### src/rtl/loopdac_pkg.sv
package loopdac_pkg;

    localparam int CODE_W = 16;
    localparam int BYTE_W = 8;

    localparam logic [BYTE_W-1:0] ADDR_KEY    = 8'h00;
    localparam logic [BYTE_W-1:0] ADDR_CTRL   = 8'h01;
    localparam logic [BYTE_W-1:0] ADDR_ENABLE = 8'h02;
    localparam logic [BYTE_W-1:0] ADDR_ALM_LO = 8'h03;
    localparam logic [BYTE_W-1:0] ADDR_ALM_HI = 8'h04;

    localparam logic [BYTE_W-1:0] OPEN_KEY    = 8'h95;
    localparam logic [4:0]        ENABLE_RST  = 5'h1F;
    localparam logic [BYTE_W-1:0] ALM_LO_RST  = 8'h24;
    localparam logic [BYTE_W-1:0] ALM_HI_RST  = 8'hE8;

    typedef enum logic [1:0] {
        SERR_HOLD  = 2'b00,
        SERR_RAISE = 2'b01,
        SERR_DROP  = 2'b10,
        SERR_HOLD2 = 2'b11
    } serr_op_e;

    // bit order matches the enable register layout 4..0
    typedef struct packed {
        logic ack;
        logic frm;
        logic par;
        logic chan;
        logic loop;
    } enables_t;

    typedef struct packed {
        logic frm;
        logic par;
        logic chan;
        logic loop;
    } fault_vec_t;

    typedef struct packed {
        logic [BYTE_W-1:0] addr;
        logic [BYTE_W-1:0] data;
    } cfg_word_t;

    function automatic logic [CODE_W-1:0] alarm_code(input logic [BYTE_W-1:0] b);
        return {b, {(CODE_W-BYTE_W){1'b0}}};
    endfunction

endpackage

### src/rtl/ldf_cfg_regs.sv
module ldf_cfg_regs
    import loopdac_pkg::*;
#(
    parameter logic [BYTE_W-1:0] KEY = OPEN_KEY
) (
    input  logic              clk,
    input  logic              rst_all,
    input  logic              wr_stb,
    input  logic              wr_cfg,
    input  logic [CODE_W-1:0] wr_word,
    output logic              unlocked,
    output enables_t          en,
    output logic [BYTE_W-1:0] alm_lo,
    output logic [BYTE_W-1:0] alm_hi,
    output logic [CODE_W-1:0] dac_q,
    output logic              dac_take,
    output logic              serr_set,
    output logic              serr_clr,
    output logic              soft_rst_q
);
    cfg_word_t cw;
    serr_op_e  op;
    logic      cfg_wr;
    logic      reg_wr;
    logic      ctrl_wr;

    assign cw       = cfg_word_t'(wr_word);
    assign op       = serr_op_e'(cw.data[2:1]);
    assign cfg_wr   = wr_stb & wr_cfg;
    assign reg_wr   = cfg_wr & unlocked;
    assign ctrl_wr  = reg_wr && (cw.addr == ADDR_CTRL);
    assign serr_set = ctrl_wr && (op == SERR_RAISE);
    assign serr_clr = ctrl_wr && (op == SERR_DROP);
    assign dac_take = wr_stb & ~wr_cfg & ~unlocked;

    always_ff @(posedge clk) begin
        if (rst_all) begin
            unlocked   <= 1'b0;
            en         <= enables_t'(ENABLE_RST);
            alm_lo     <= ALM_LO_RST;
            alm_hi     <= ALM_HI_RST;
            dac_q      <= '0;
            soft_rst_q <= 1'b0;
        end else begin
            if (cfg_wr && (cw.addr == ADDR_KEY))
                unlocked <= (cw.data == KEY);
            if (reg_wr && (cw.addr == ADDR_ENABLE))
                en <= enables_t'(cw.data[4:0]);
            if (reg_wr && (cw.addr == ADDR_ALM_LO))
                alm_lo <= cw.data;
            if (reg_wr && (cw.addr == ADDR_ALM_HI))
                alm_hi <= cw.data;
            if (dac_take)
                dac_q <= wr_word;
            soft_rst_q <= ctrl_wr & cw.data[0];
        end
    end

    assert_key_opens_R1: assert property (@(posedge clk) disable iff (rst_all)
        (cfg_wr && cw.addr == ADDR_KEY && cw.data == KEY) |=> unlocked);

    assert_open_blocks_dac_R2: assert property (@(posedge clk) disable iff (rst_all)
        (unlocked && wr_stb && !wr_cfg) |=> $stable(dac_q));

endmodule

### src/rtl/ldf_fault_track.sv
module ldf_fault_track
    import loopdac_pkg::*;
#(
    parameter int LOOP_TMO = 50
) (
    input  logic       clk,
    input  logic       rst_all,
    input  fault_vec_t flt,
    input  enables_t   en,
    input  logic       frame_seen,
    input  logic       dac_take,
    input  logic       serr_set,
    input  logic       serr_clr,
    output logic       loop_alarm,
    output logic       comm_alarm,
    output logic       err_n
);
    localparam int TMO_W  = $clog2(LOOP_TMO + 1);
    localparam int N_COMM = 3;

    logic              loop_act;
    logic [TMO_W-1:0]  tmo_cnt;
    logic              soft_err;
    logic [N_COMM-1:0] comm_lat;
    logic [N_COMM-1:0] comm_pulse;
    logic [N_COMM-1:0] comm_en;

    assign comm_pulse = {flt.frm, flt.par, flt.chan};
    assign comm_en    = {en.frm, en.par, en.chan};

    for (genvar g = 0; g < N_COMM; g++) begin : g_comm
        logic lat;
        always_ff @(posedge clk) begin
            if (rst_all)            lat <= 1'b0;
            else if (comm_pulse[g]) lat <= 1'b1;
            else if (frame_seen)    lat <= 1'b0;
        end
        assign comm_lat[g] = lat;
    end

    always_ff @(posedge clk) begin
        if (rst_all) begin
            loop_act <= 1'b0;
            tmo_cnt  <= '0;
        end else if (flt.loop) begin
            loop_act <= 1'b1;
            tmo_cnt  <= '0;
        end else if (loop_act) begin
            if (tmo_cnt == TMO_W'(LOOP_TMO - 1))
                loop_act <= 1'b0;
            else
                tmo_cnt <= tmo_cnt + 1'b1;
        end
    end

    always_ff @(posedge clk) begin
        if (rst_all)                   soft_err <= 1'b1;
        else if (serr_set)             soft_err <= 1'b1;
        else if (serr_clr || dac_take) soft_err <= 1'b0;
    end

    assign loop_alarm = loop_act & en.loop;
    assign comm_alarm = soft_err | (|(comm_lat & comm_en));
    assign err_n      = ~(loop_alarm | comm_alarm);

    assert_loop_pulse_latches_R11: assert property (@(posedge clk) disable iff (rst_all)
        flt.loop |=> loop_act);

    assert_dac_frame_clears_error_R6: assert property (@(posedge clk) disable iff (rst_all)
        (dac_take && !serr_set) |=> !soft_err);

endmodule

### src/rtl/ldf_code_mux.sv
module ldf_code_mux
    import loopdac_pkg::*;
(
    input  logic              loop_alarm,
    input  logic              comm_alarm,
    input  logic              alarm_hi_sel,
    input  logic [BYTE_W-1:0] alm_lo,
    input  logic [BYTE_W-1:0] alm_hi,
    input  logic [CODE_W-1:0] dac_q,
    output logic [CODE_W-1:0] out_code
);
    always_comb begin
        if (loop_alarm)
            out_code = alarm_code(alm_lo);
        else if (comm_alarm)
            out_code = alarm_hi_sel ? alarm_code(alm_hi) : alarm_code(alm_lo);
        else
            out_code = dac_q;
    end
endmodule

### src/rtl/loopdac_fault_ctrl.sv
module loopdac_fault_ctrl
    import loopdac_pkg::*;
#(
    parameter int LOOP_TMO = 50
) (
    input  logic        clk,
    input  logic        rst,
    input  logic        wr_stb,
    input  logic        wr_cfg,
    input  logic [15:0] wr_word,
    input  logic        flt_loop,
    input  logic        flt_chan,
    input  logic        flt_par,
    input  logic        flt_frm,
    input  logic        alarm_hi_sel,
    output logic [15:0] out_code,
    output logic        err_n,
    output logic        ack_en,
    output logic [3:0]  fault_en
);
    logic              rst_all;
    logic              soft_rst_q;
    logic              unlocked;
    enables_t          en;
    logic [BYTE_W-1:0] alm_lo;
    logic [BYTE_W-1:0] alm_hi;
    logic [CODE_W-1:0] dac_q;
    logic              dac_take;
    logic              serr_set;
    logic              serr_clr;
    logic              loop_alarm;
    logic              comm_alarm;
    fault_vec_t        flt;

    assign rst_all = rst | soft_rst_q;
    assign flt     = '{frm: flt_frm, par: flt_par, chan: flt_chan, loop: flt_loop};

    ldf_cfg_regs #(.KEY(OPEN_KEY)) u_regs (
        .clk        (clk),
        .rst_all    (rst_all),
        .wr_stb     (wr_stb),
        .wr_cfg     (wr_cfg),
        .wr_word    (wr_word),
        .unlocked   (unlocked),
        .en         (en),
        .alm_lo     (alm_lo),
        .alm_hi     (alm_hi),
        .dac_q      (dac_q),
        .dac_take   (dac_take),
        .serr_set   (serr_set),
        .serr_clr   (serr_clr),
        .soft_rst_q (soft_rst_q)
    );

    ldf_fault_track #(.LOOP_TMO(LOOP_TMO)) u_track (
        .clk        (clk),
        .rst_all    (rst_all),
        .flt        (flt),
        .en         (en),
        .frame_seen (wr_stb),
        .dac_take   (dac_take),
        .serr_set   (serr_set),
        .serr_clr   (serr_clr),
        .loop_alarm (loop_alarm),
        .comm_alarm (comm_alarm),
        .err_n      (err_n)
    );

    ldf_code_mux u_mux (
        .loop_alarm   (loop_alarm),
        .comm_alarm   (comm_alarm),
        .alarm_hi_sel (alarm_hi_sel),
        .alm_lo       (alm_lo),
        .alm_hi       (alm_hi),
        .dac_q        (dac_q),
        .out_code     (out_code)
    );

    assign ack_en   = en.ack;
    assign fault_en = {en.frm, en.par, en.chan, en.loop};

    assert_loop_forces_low_R8: assert property (@(posedge clk) disable iff (rst_all)
        loop_alarm |-> (out_code == alarm_code(alm_lo)));

    assert_quiet_passes_code_R12: assert property (@(posedge clk) disable iff (rst_all)
        err_n |-> (out_code == dac_q));

endmodule

### config.mk
export PLATFORM = sky130hd
export DESIGN_NAME = loopdac_fault_ctrl
export DESIGN_NICKNAME = d
export VERILOG_FILES = /design/src/rtl/loopdac_pkg.sv /design/src/rtl/ldf_cfg_regs.sv /design/src/rtl/ldf_fault_track.sv /design/src/rtl/ldf_code_mux.sv /design/src/rtl/loopdac_fault_ctrl.sv
export SDC_FILE = /design/constraint.sdc
export NUM_CORES = 1
export LEC_CHECK = 0
export BUFFER_PORTS_ARGS = -buffer_cell sky130_fd_sc_hd__buf_2
export CORE_UTILIZATION = 40
export CTS_CLUSTER_DIAMETER = 200
export DETAILED_ROUTE_END_ITERATION = 8
export HOLD_SLACK_MARGIN = 0.08
export PLACE_DENSITY_LB_ADDON = 0.05
export SYNTH_ARGS = -nofsm -noshare
export SYNTH_HDL_FRONTEND = slang
export SYNTH_HIERARCHICAL = 1
export SYNTH_SLANG_ARGS = --single-unit
### constraint.sdc
create_clock -name clk -period 2.1 [get_ports clk]
set_clock_uncertainty 0.1 [all_clocks]
set_input_delay 0.42 -clock clk [delete_from_list [all_inputs] [get_ports clk]]
set_output_delay 0.42 -clock clk [all_outputs]
set_load 0.02 [all_outputs]
==> run summary, run 1 <==
Clock insertion delay at the later pin of the skew report: 0.30 ns
# setup viols final: 8
Worst path bufs/invs: 2
H-tree depth: 2
CP Capture Type: primary output
Area after DPL: 0.002587 mm^2
Max stage delay on crit path: 0.33 ns
R2R depth: 5
Worst min path class: input pin to register
Worst EP arrival: 1.70 ns
Die W: 78.11 um
Start point of the worst hold path: flt_chan
Worst-path fanout max: 8
Critical Path, Cell by Cell: a22oi_2, nand2_2, buf_6, a21oi_4, o22a_1, buf_6
Via/cell ratio: 5.085
Initial DRC Count: 96
Die area: 0.006101 mm^2
Status: finished with violations
Critical-path top delay cell: dfxtp_2
Syn Std Cell Area: 0.002317 mm^2
Vias in the first global route: 1869
Ant. Diodes: 0
Area Overhead vs Synth: 20.25%
Post-DP HPWL: 4024 um
GR Util met2: 0.3202
Clock root buffer: clkbuf_8
Design area: 0.002786 mm^2
Fin crit share: 1.059
Max cap viols: 0
Initial antenna violation count: 0
Synthesized Nets: 292
Sequential fraction of the synthesis area: 0.4320
Die Ht: 78.11 um
Share of post-route cells with drive strength above 1: 0.2389
Via count: 1963
Pwr Density: 673.1 mW/mm^2
Ports: 47
Final Worst Setup Slack: -0.1247 ns
CP startpoint: u_regs/en[2]
Final #Nets: 340
Hold Path Sink: u_track/g_comm[0].lat
Finished Layout Cells: 386
CTS tree: done
Routed Antenna Nets: 0
Gr ovfl total: 0
Asr flop ratio synth: 0
Core Footprint: 0.005540 mm^2
Crit start category: register
Unrepaired setup endpoints after global routing: true
CP required: 1.58 ns
CTS max path bufs: 2
Clock net sink count: 50
Failing checks: setup timing
Worst R2R End: u_regs/alm_hi[0]
GR Layer Usage met1: 0.2619
Gate Count Post-Synth: 265
Most used routing layer in global routing: met2
Slew at the pin closest to its max-slew limit: 0.4374 ns
Drt pass-1 iters: 4
Post-synth EDFFs: 0
FILL cells: 565
Setup WS pre-CTS: 0.1423 ns
Number of distinct library cells after synthesis: 45
Residual DRC: 0
Number of CTS-inserted buffers: 5
Final wirelength: 5655 um
Final hold violations: 0
Crit Reg-Reg Startpoint: u_regs/soft_rst_q
Overall global routing resource usage: 0.1965
Syn Area/Cell: 8.744 um^2
First-pass GRT wire length: 9252 um
VDD IR max: 0.2585 mV
Most Frequent Cell on Critical Path: buf_6
Clock transition at the registers of the reported paths: 0.09 ns
GR Util met3: 0.04070
Min Tclk post-route: 2.225 ns
Post-synthesis sequential element count: 50
# rows: 27
Pleak: 1.165 nW
Slew headroom: 0.7066
Main synth FF type: dfxtp_1
Initial Util: 0.4182
Largest net degree at the start of global routing: 26
Synth warn: 6
FMAX: 0.4495 GHz
Hold Path Depth: 3
Wire per inst: 14.65 um
Port Buf Inserts: 46
Final Wtd Congestion: 0.7589
FF-to-FF setup slack: 0.36 ns
Top Family by Delay on Critical Path: compound AO/OA/AOI/OAI gates
Final Slew Violations: 0
Cells after DPL: 376
Crit path kind: register to primary output
## cells by family after synthesis
family                   count (synthesis)  synth area share
buffers and inverters                   19           0.05291
AND/OR/NAND/NOR                        124            0.2646
multiplexers                            24            0.1037
adder cells (fa/ha/maj)                  2           0.01080
flip-flops                              50            0.4320
AO/OA/AOI/OAI                           44            0.1285
XOR/XNOR                                 2          0.007561
## worst max path at each step
stage / endpoint / slack (ns) / depth (start not counted)
CTS: out_code[11] / -0.13 / 6
global placement: out_code[11] / 0.14 / 7
global route: out_code[11] / -0.19 / 6
finish: out_code[15] / -0.12 / 6
floorplan: out_code[10] / 0.28 / 5
detailed placement: out_code[11] / 0.14 / 7
## Yosys cell counts, types with 2 or more instances
cell type,instances,area (um^2)
o22a_1,16,140.1
clkbuf_1,4,15.01
and2_1,9,56.30
a21oi_1,23,115.1
nand3_1,3,15.01
ha_1,2,25.02
inv_1,4,15.01
or3b_1,2,17.52
buf_2,3,15.01
nand2_1,55,206.5
dfxtp_1,50,1001
nand4_1,2,12.51
xor2_1,2,17.52
buf_6,3,33.78
or3_1,3,18.77
nor4bb_1,2,20.02
mux2i_1,24,240.2
nor3b_1,3,22.52
nor2_1,29,108.9
## placed cells by master (no fill, tap or decap), drive strengths merged, types with 2 or more instances in the layout
cell type	count
nand3	4
or3	3
dfxtp	50
and3	2
or3b	2
nor4bb	2
nor2	30
o21ai	2
xor2	2
a21oi	24
inv	4
ha	2
nand2	56
and4	2
and2	9
clkinv	2
mux2i	24
o22a	16
clkbuf	8
nor3b	3
nand4	2
or2	2
buf	54
## cell type report
| class | instances | area, um^2 | area share |
|---|---|---|---|
| multi-input cells | 196 | 1215 | 0.4360 |
| well taps | 72 | 90.09 | 0.03233 |
| flip-flops and latches | 50 | 1002 | 0.3597 |
| clock buffers | 8 | 110.1 | 0.03952 |
| inverters | 6 | 27.53 | 0.009879 |
| repair buffers | 54 | 341.6 | 0.1226 |
## flip-flops by register name (all words and copies together) (netlist names), 3 cells and up
name                flops
u_regs/alm_lo           8
u_regs/en               5
u_track/g_comm.lat      3
u_regs/dac_q           16
u_regs/alm_hi           8
u_track/tmo_cnt         6
## metal layers
metal  wire length [um]  part of all wire
met1               2824              0.50
met4                 42            0.0074
met5                  0                 0
met3                262             0.046
met2               2527              0.45
## metrics by stage
step	hold slack [ns]	utilization	power, mW	TNS [ns]
finish	0.2265	0.5029	1.876	-0.8640
global placement	0.3391	0.4670	1.222	0
CTS	0.2161	0.5014	1.894	-1.460
detailed placement	0.3420	0.4670	1.223	0
global route	0.2285	0.5029	1.949	-2.168
floorplan	0.3317	-	1.139	0
## worst reg2reg max path, stage by stage (launching register included)
cell,delay [ns]
dfxtp_1,0.34
or2_1,0.12
buf_4,0.27
clkinv_1,0.44
nand2_1,0.26
mux2i_1,0.09
## power by group
group	internal (mW)	switching (mW)	total, mW
logic	0.102	0.141	0.244
clock network	0.333	0.316	0.649
registers	0.969	0.0139	0.983
## timing repair
action | CTS | global route
pin swaps | 9 | 7
gates resized for setup | 21 | 2
cloned | 1 | 0
hold buffers | 0 | 0
endpoints found under the setup margin | 16 | 16
buffers inserted | 1 | 0
hold endpoints to repair | 0 | 0
Note: power is estimated with default switching activity, not from simulation.
==> run 2, diff against run 1 <==
- CTS_BUF_LIST: default -> sky130_fd_sc_hd__clkbuf_16
- RECOVER_POWER: default -> 25
==> run summary, run 2 (same netlist as run 1, synthesis figures left out) <==
# rows: 27 (unchanged)
FMAX: 0.4545 GHz (was 0.4495 GHz)
First-pass GRT wire length: 9239 um (was 9252 um)
Pwr Density: 711.6 mW/mm^2 (was 673.1 mW/mm^2)
CTS tree: done (unchanged)
Most Frequent Cell on Critical Path: buf_6 (unchanged)
Pleak: 1.157 nW (was 1.165 nW)
Overall global routing resource usage: 0.1970 (was 0.1965)
Slew headroom: 0.3930 (was 0.7066)
Pwr Total: 1.987 mW (was 1.876 mW)
Max stage delay on crit path: 0.32 ns (was 0.33 ns)
Setup WS pre-CTS: 0.1423 ns (unchanged)
Area Overhead vs Synth: 20.52% (was 20.25%)
Crit start category: register (unchanged)
Largest Register: u_regs/dac_q (unchanged)
CTS max path bufs: 2 (unchanged)
Failing checks: setup timing (unchanged)
# setup viols final: 8 (unchanged)
Number of CTS-inserted buffers: 5 (unchanged)
H-tree depth: 2 (unchanged)
VDD IR max: 0.2827 mV (was 0.2585 mV)
Fin crit share: 1.048 (was 1.059)
Die W: 78.11 um (unchanged)
Residual DRC: 0 (unchanged)
Wire per inst: 14.59 um (was 14.65 um)
CP Capture Type: primary output (unchanged)
Clock root buffer: clkbuf_16 (was clkbuf_8)
Max cap viols: 0 (unchanged)
Final Slew Violations: 0 (unchanged)
Routed Antenna Nets: 0 (unchanged)
Slew at the pin closest to its max-slew limit: 0.9104 ns (was 0.4374 ns)
Cells after DPL: 376 (unchanged)
Clock net sink count: 50 (unchanged)
Final wirelength: 5619 um (was 5655 um)
Gr ovfl total: 0 (unchanged)
Final Worst Setup Slack: -0.1002 ns (was -0.1247 ns)
Clock insertion delay at the later pin of the skew report: 0.28 ns (was 0.30 ns)
FILL cells: 573 (was 565)
Max reg flops: 16 (unchanged)
Final #Nets: 339 (was 340)
Largest net degree at the start of global routing: 26 (unchanged)
Initial antenna violation count: 0 (unchanged)
Sequential cell area: 0.001002 mm^2 (unchanged)
Die area: 0.006101 mm^2 (unchanged)
Ant. Diodes: 0 (unchanged)
Unrepaired setup endpoints after global routing: true (unchanged)
Initial DRC Count: 91 (was 96)
Drt pass-1 iters: 4 (unchanged)
Largest regs: u_regs/dac_q: 16 flops, u_regs/alm_hi: 8 flops, u_regs/alm_lo: 8 flops (unchanged)
Commonest non-fill, non-tap cell in the layout: nand2_1 (unchanged)
Via/cell ratio: 5.023 (was 5.085)
Final hold violations: 0 (unchanged)
Setup TNS: -0.6588 ns (was -0.8640 ns)
Port Buf Inserts: 46 (unchanged)
Worst EP arrival: 1.68 ns (was 1.70 ns)
Critical Path, Cell by Cell: a22oi_2, nand2_2, buf_6, a21oi_4, o22a_1, buf_6 (unchanged)
Worst path bufs/invs: 2 (unchanged)
Status: finished with violations (unchanged)
Fin Hold WS: 0.2407 ns (was 0.2265 ns)
Top Family by Delay on Critical Path: compound AO/OA/AOI/OAI gates (unchanged)
Highest-count cells in the layout ignoring fill and taps: 54 x nand2_1, 49 x dfxtp_1, 35 x buf_2 (was 54 x nand2_1, 49 x dfxtp_1, 39 x buf_2)
Via count: 1934 (was 1963)
Clock transition at the registers of the reported paths: 0.06 ns (was 0.09 ns)
Hold buffers post-CTS: 0 (unchanged)
Core Footprint: 0.005540 mm^2 (unchanged)
Die Ht: 78.11 um (unchanged)
Worst min path class: input pin to register (unchanged)
Critical-path top delay cell: dfxtp_2 (unchanged)
Finished Layout Cells: 385 (was 386)
Min Tclk post-route: 2.200 ns (was 2.225 ns)
Final Wtd Congestion: 0.7589 (unchanged)
Initial Util: 0.4182 (unchanged)
Worst-path fanout max: 8 (unchanged)
Share of post-route cells with drive strength above 1: 0.2077 (was 0.2389)
Multi-input gate area: 0.001215 mm^2 (unchanged)
Post-DP HPWL: 4024 um (unchanged)
Ports: 47 (unchanged)
CP required: 1.58 ns (about the same)
Vias in the first global route: 1867 (was 1869)
Crit path kind: register to primary output (unchanged)
[run 2: final timing paths]
kind | slack (ns) | from | end | cells past startpoint
min reg2reg | 0.35 | u_regs/dac_q[5] | u_regs/dac_q[5] | 2
max reg2reg | 0.37 | u_regs/soft_rst_q | u_regs/alm_hi[0] | 5
min | 0.24 | flt_chan | u_track/g_comm[0].lat | 3
max | -0.10 | u_track/g_comm[1].lat | out_code[15] | 6
[run 2: where the power goes]
| group | total, mW | leakage, nW | internal (mW) | switching (mW) |
|---|---|---|---|---|
| registers | 0.984 | 0.407 | 0.970 | 0.0140 |
| clock network | 0.761 | 0.0663 | 0.429 | 0.332 |
| logic | 0.242 | 0.684 | 0.101 | 0.141 |
[run 2: timing repair]
action,CTS,global route
buffers inserted,0,0
cloned,1,0
pin swaps,10,8
endpoints found under the hold margin,0,0
gates resized for setup,21,2
setup endpoints to repair,16,16
[run 2: metal layers]
metal | up-vias | track usage | part of all wire
met5 | - | 0 | 0
met4 | 0 | 0.06111 | 0.0078
met3 | 4 | 0.04070 | 0.045
met2 | 41 | 0.3202 | 0.45
met1 | 886 | 0.2612 | 0.50
li1 | 1003 | - | -
[run 2: layout make-up]
class | count | share of cell area
Clock buffer | 5 | 0.04480
Clock inverter | 3 | 0.004032
Inverter | 6 | 0.009857
Multi-Input combinational cell | 196 | 0.4350
Sequential cell | 50 | 0.3589
Tap cell | 72 | 0.03226
Timing Repair Buffer | 53 | 0.1151
[run 2: tightest hold or removal path, stage by stage]
cell and delay (ns):
buf_2 0.07, a21oi_1 0.03, nor2_1 0.07
[run 2: metrics by stage]
stage / cell area (um^2) / utilization
floorplan: 2317 / -
global placement: 2587 / 0.4670
detailed placement: 2587 / 0.4670
CTS: 2796 / 0.5047
global route: 2793 / 0.5041
finish: 2793 / 0.5041
==> run 3, diff against run 2 <==
- SYNTH_HIERARCHICAL: 1 -> default
==> run summary, run 3 <==
Status: finished with violations (unchanged)
Failing checks: setup timing (unchanged)
Gr ovfl total: 0 (unchanged)
Clock insertion delay at the later pin of the skew report: 0.28 ns (about the same)
Highest-count cells in the layout ignoring fill and taps: 51 x nand2_1, 43 x dfxtp_1, 40 x buf_2 (was 54 x nand2_1, 49 x dfxtp_1, 35 x buf_2)
# rows: 26 (was 27)
Final Worst Setup Slack: -0.07618 ns (was -0.1002 ns)
Main synth FF type: dfxtp_1 (unchanged)
Sequential fraction of the synthesis area: 0.4512 (was 0.4320)
Die Ht: 76.47 um (was 78.11 um)
Slew at the pin closest to its max-slew limit: 0.8832 ns (was 0.9104 ns)
Post-DP HPWL: 3949 um (was 4024 um)
Synth warn: 0 (was 6)
Number of distinct library cells after synthesis: 43 (was 45)
Vias in the first global route: 1813 (was 1867)
Most frequent cell after synthesis: nand2_1 (unchanged)
Die area: 0.005848 mm^2 (was 0.006101 mm^2)
Most area-consuming cells after synthesis: dfxtp_1 45%, nand2_1 8.8%, mux2i_1 8.6%, a21oi_1 5.0%, inv_1 4.4% (was dfxtp_1 43%, mux2i_1 10%, nand2_1 8.9%, o22a_1 6.0%, a21oi_1 5.0%)
Fin Hold WS: 0.2365 ns (was 0.2407 ns)
FMAX: 0.4595 GHz (was 0.4545 GHz)
Port Buf Inserts: 46 (unchanged)
Worst min path class: input pin to register (unchanged)
Pwr Density: 715.9 mW/mm^2 (was 711.6 mW/mm^2)
Post-synthesis sequential element count: 50 (unchanged)
Hold buffers post-CTS: 0 (unchanged)
Syn Area/Cell: 8.500 um^2 (was 8.744 um^2)
Ports: 47 (unchanged)
CP required: 1.58 ns (about the same)
Ant. Diodes: 0 (unchanged)
Clock transition at the registers of the reported paths: 0.06 ns (about the same)
FILL cells: 522 (was 573)
Share of post-route cells with drive strength above 1: 0.2532 (was 0.2077)
Synth top cells by count: 52 x nand2_1, 50 x dfxtp_1, 26 x inv_1, 26 x nor2_1, 22 x a21oi_1 (was 55 x nand2_1, 50 x dfxtp_1, 29 x nor2_1)
Max cap viols: 0 (unchanged)
Worst EP arrival: 1.66 ns (was 1.68 ns)
Final Slew Violations: 0 (unchanged)
Slew headroom: 0.4112 (was 0.3930)
Post-synth top area share: 0.4512 (was 0.4320)
Final Util: 0.5280 (was 0.5041)
CTS tree: done (unchanged)
Final wirelength: 5621 um (was 5619 um)
First-pass GRT wire length: 9156 um (was 9239 um)
Worst-path fanout max: 8 (unchanged)
Area Overhead vs Synth: 24.65% (was 20.52%)
H-tree depth: 2 (unchanged)
Drt pass-1 iters: 4 (unchanged)
Crit Reg-Reg Startpoint: u_regs.soft_rst_q (was u_regs/soft_rst_q)
Post-synth top area cell: dfxtp_1 (unchanged)
Final Wtd Congestion: 0.7818 (was 0.7589)
CTS max path bufs: 2 (unchanged)
Clock root buffer: clkbuf_16 (unchanged)
Crit start category: register (unchanged)
Asr flop ratio synth: 0 (unchanged)
Initial Util: 0.4236 (was 0.4182)
Number of CTS-inserted buffers: 5 (unchanged)
Syn Std Cell Area: 0.002218 mm^2 (was 0.002317 mm^2)
Pleak: 1.306 nW (was 1.157 nW)
Fin crit share: 1.036 (was 1.048)
Via count: 1977 (was 1934)
Largest regs: u_regs.dac_q: 16 flops, u_regs.alm_hi: 8 flops, u_regs.alm_lo: 8 flops (was u_regs/dac_q: 16 flops, u_regs/alm_hi: 8 flops, u_regs/alm_lo: 8 flops)
Initial DRC Count: 157 (was 91)
Initial antenna violation count: 0 (unchanged)
Min Tclk post-route: 2.176 ns (was 2.200 ns)
Gate Count Post-Synth: 261 (was 265)
Commonest non-fill, non-tap cell in the layout: nand2_1 (unchanged)
Synthesized Nets: 288 (was 292)
Residual DRC: 0 (unchanged)
Via/cell ratio: 5.122 (was 5.023)
Crit path kind: register to primary output (unchanged)
Largest Register: u_regs.dac_q (was u_regs/dac_q)
Clock net sink count: 50 (unchanged)
Largest net degree at the start of global routing: 24 (was 26)
VDD IR max: 0.3241 mV (was 0.2827 mV)
Wire per inst: 14.56 um (was 14.59 um)
Start point of the worst hold path: flt_chan (unchanged)
Max reg flops: 16 (unchanged)
Final #Nets: 342 (was 339)
Core Footprint: 0.005238 mm^2 (was 0.005540 mm^2)
Setup TNS: -0.3904 ns (was -0.6588 ns)
Die W: 76.47 um (was 78.11 um)
CP startpoint: u_regs.en[3] (was u_track/g_comm[1].lat)
Final hold violations: 0 (unchanged)
CP Capture Type: primary output (unchanged)
Unrepaired setup endpoints after global routing: true (unchanged)
Post-synth EDFFs: 0 (unchanged)
Overall global routing resource usage: 0.2008 (was 0.1970)
# setup viols final: 8 (unchanged)
Pwr Total: 1.980 mW (was 1.987 mW)
Routed Antenna Nets: 0 (unchanged)
-- run 3: layer usage --
metal / vias up / part of all wire / track usage
li1: 989 / - / -
met1: 935 / 0.51 / 0.2900
met2: 48 / 0.44 / 0.3009
met3: 5 / 0.038 / 0.02754
met4: 0 / 0.011 / 0.07500
met5: - / 0 / 0
-- run 3: repair_timing --
action,in CTS,in global routing
buffers inserted,0,3
gates cloned,0,0
resized for setup,6,10
hold endpoints to repair,0,0
endpoints found under the setup margin,8,8
pin swaps,4,5
-- run 3: power breakdown --
part / internal, mW / switching (mW) / total, mW
combinational: 0.0813 / 0.131 / 0.212
sequential: 0.971 / 0.0131 / 0.984
clock: 0.436 / 0.347 / 0.783
total: 1.49 / 0.492 / 1.98
-- run 3: cell families (layout without fill, tap and decap cells) --
group / after synthesis / count (layout) / share of synthesized area
buffers and inverters: 38 / 93 / 0.07275
XOR/XNOR: 3 / 3 / 0.01185
multiplexers: 19 / 19 / 0.08573
AO/OA/AOI/OAI: 39 / 39 / 0.1156
adder cells (fa/ha/maj): 2 / 2 / 0.01128
flip-flops: 50 / 50 / 0.4512
AND/OR/NAND/NOR: 110 / 110 / 0.2516
-- run 3: final cells by class --
cell class | instances | area (um^2) | share of cell area
tap | 70 | 87.58 | 0.03167
clock buffer | 5 | 125.1 | 0.04525
multi-input combinational | 173 | 1086 | 0.3928
clock inverter | 3 | 16.27 | 0.005882
sequential | 50 | 1010 | 0.3652
inverter | 26 | 97.59 | 0.03529
timing repair buffer | 59 | 342.8 | 0.1240
-- run 3: metrics by stage --
stage	worst slack, ns	area [um^2]	instances
floorplan	0.01529	2235	261
global placement	0.1609	2567	377
detailed placement	0.1119	2567	377
CTS	-0.1395	2725	385
global route	-0.1489	2765	386
finish	-0.07618	2765	386
-- run 3: worst paths after layout --
kind	endpoint	slack, ns	cells after the start
worst max-delay path	out_code[10]	-0.08	5
worst min-delay path	u_track.g_comm[0].lat	0.24	3
worst max register to register	u_regs.dac_q[3]	0.49	3
worst min register to register	u_regs.dac_q[7]	0.35	2
-- run 3: worst max-delay path: stages, from the launching register on --
cell and delay (ns):
dfxtp_2 0.33, a21oi_2 0.14, and3_4 0.22, o21ai_4 0.10
a222oi_1 0.36, buf_2 0.23
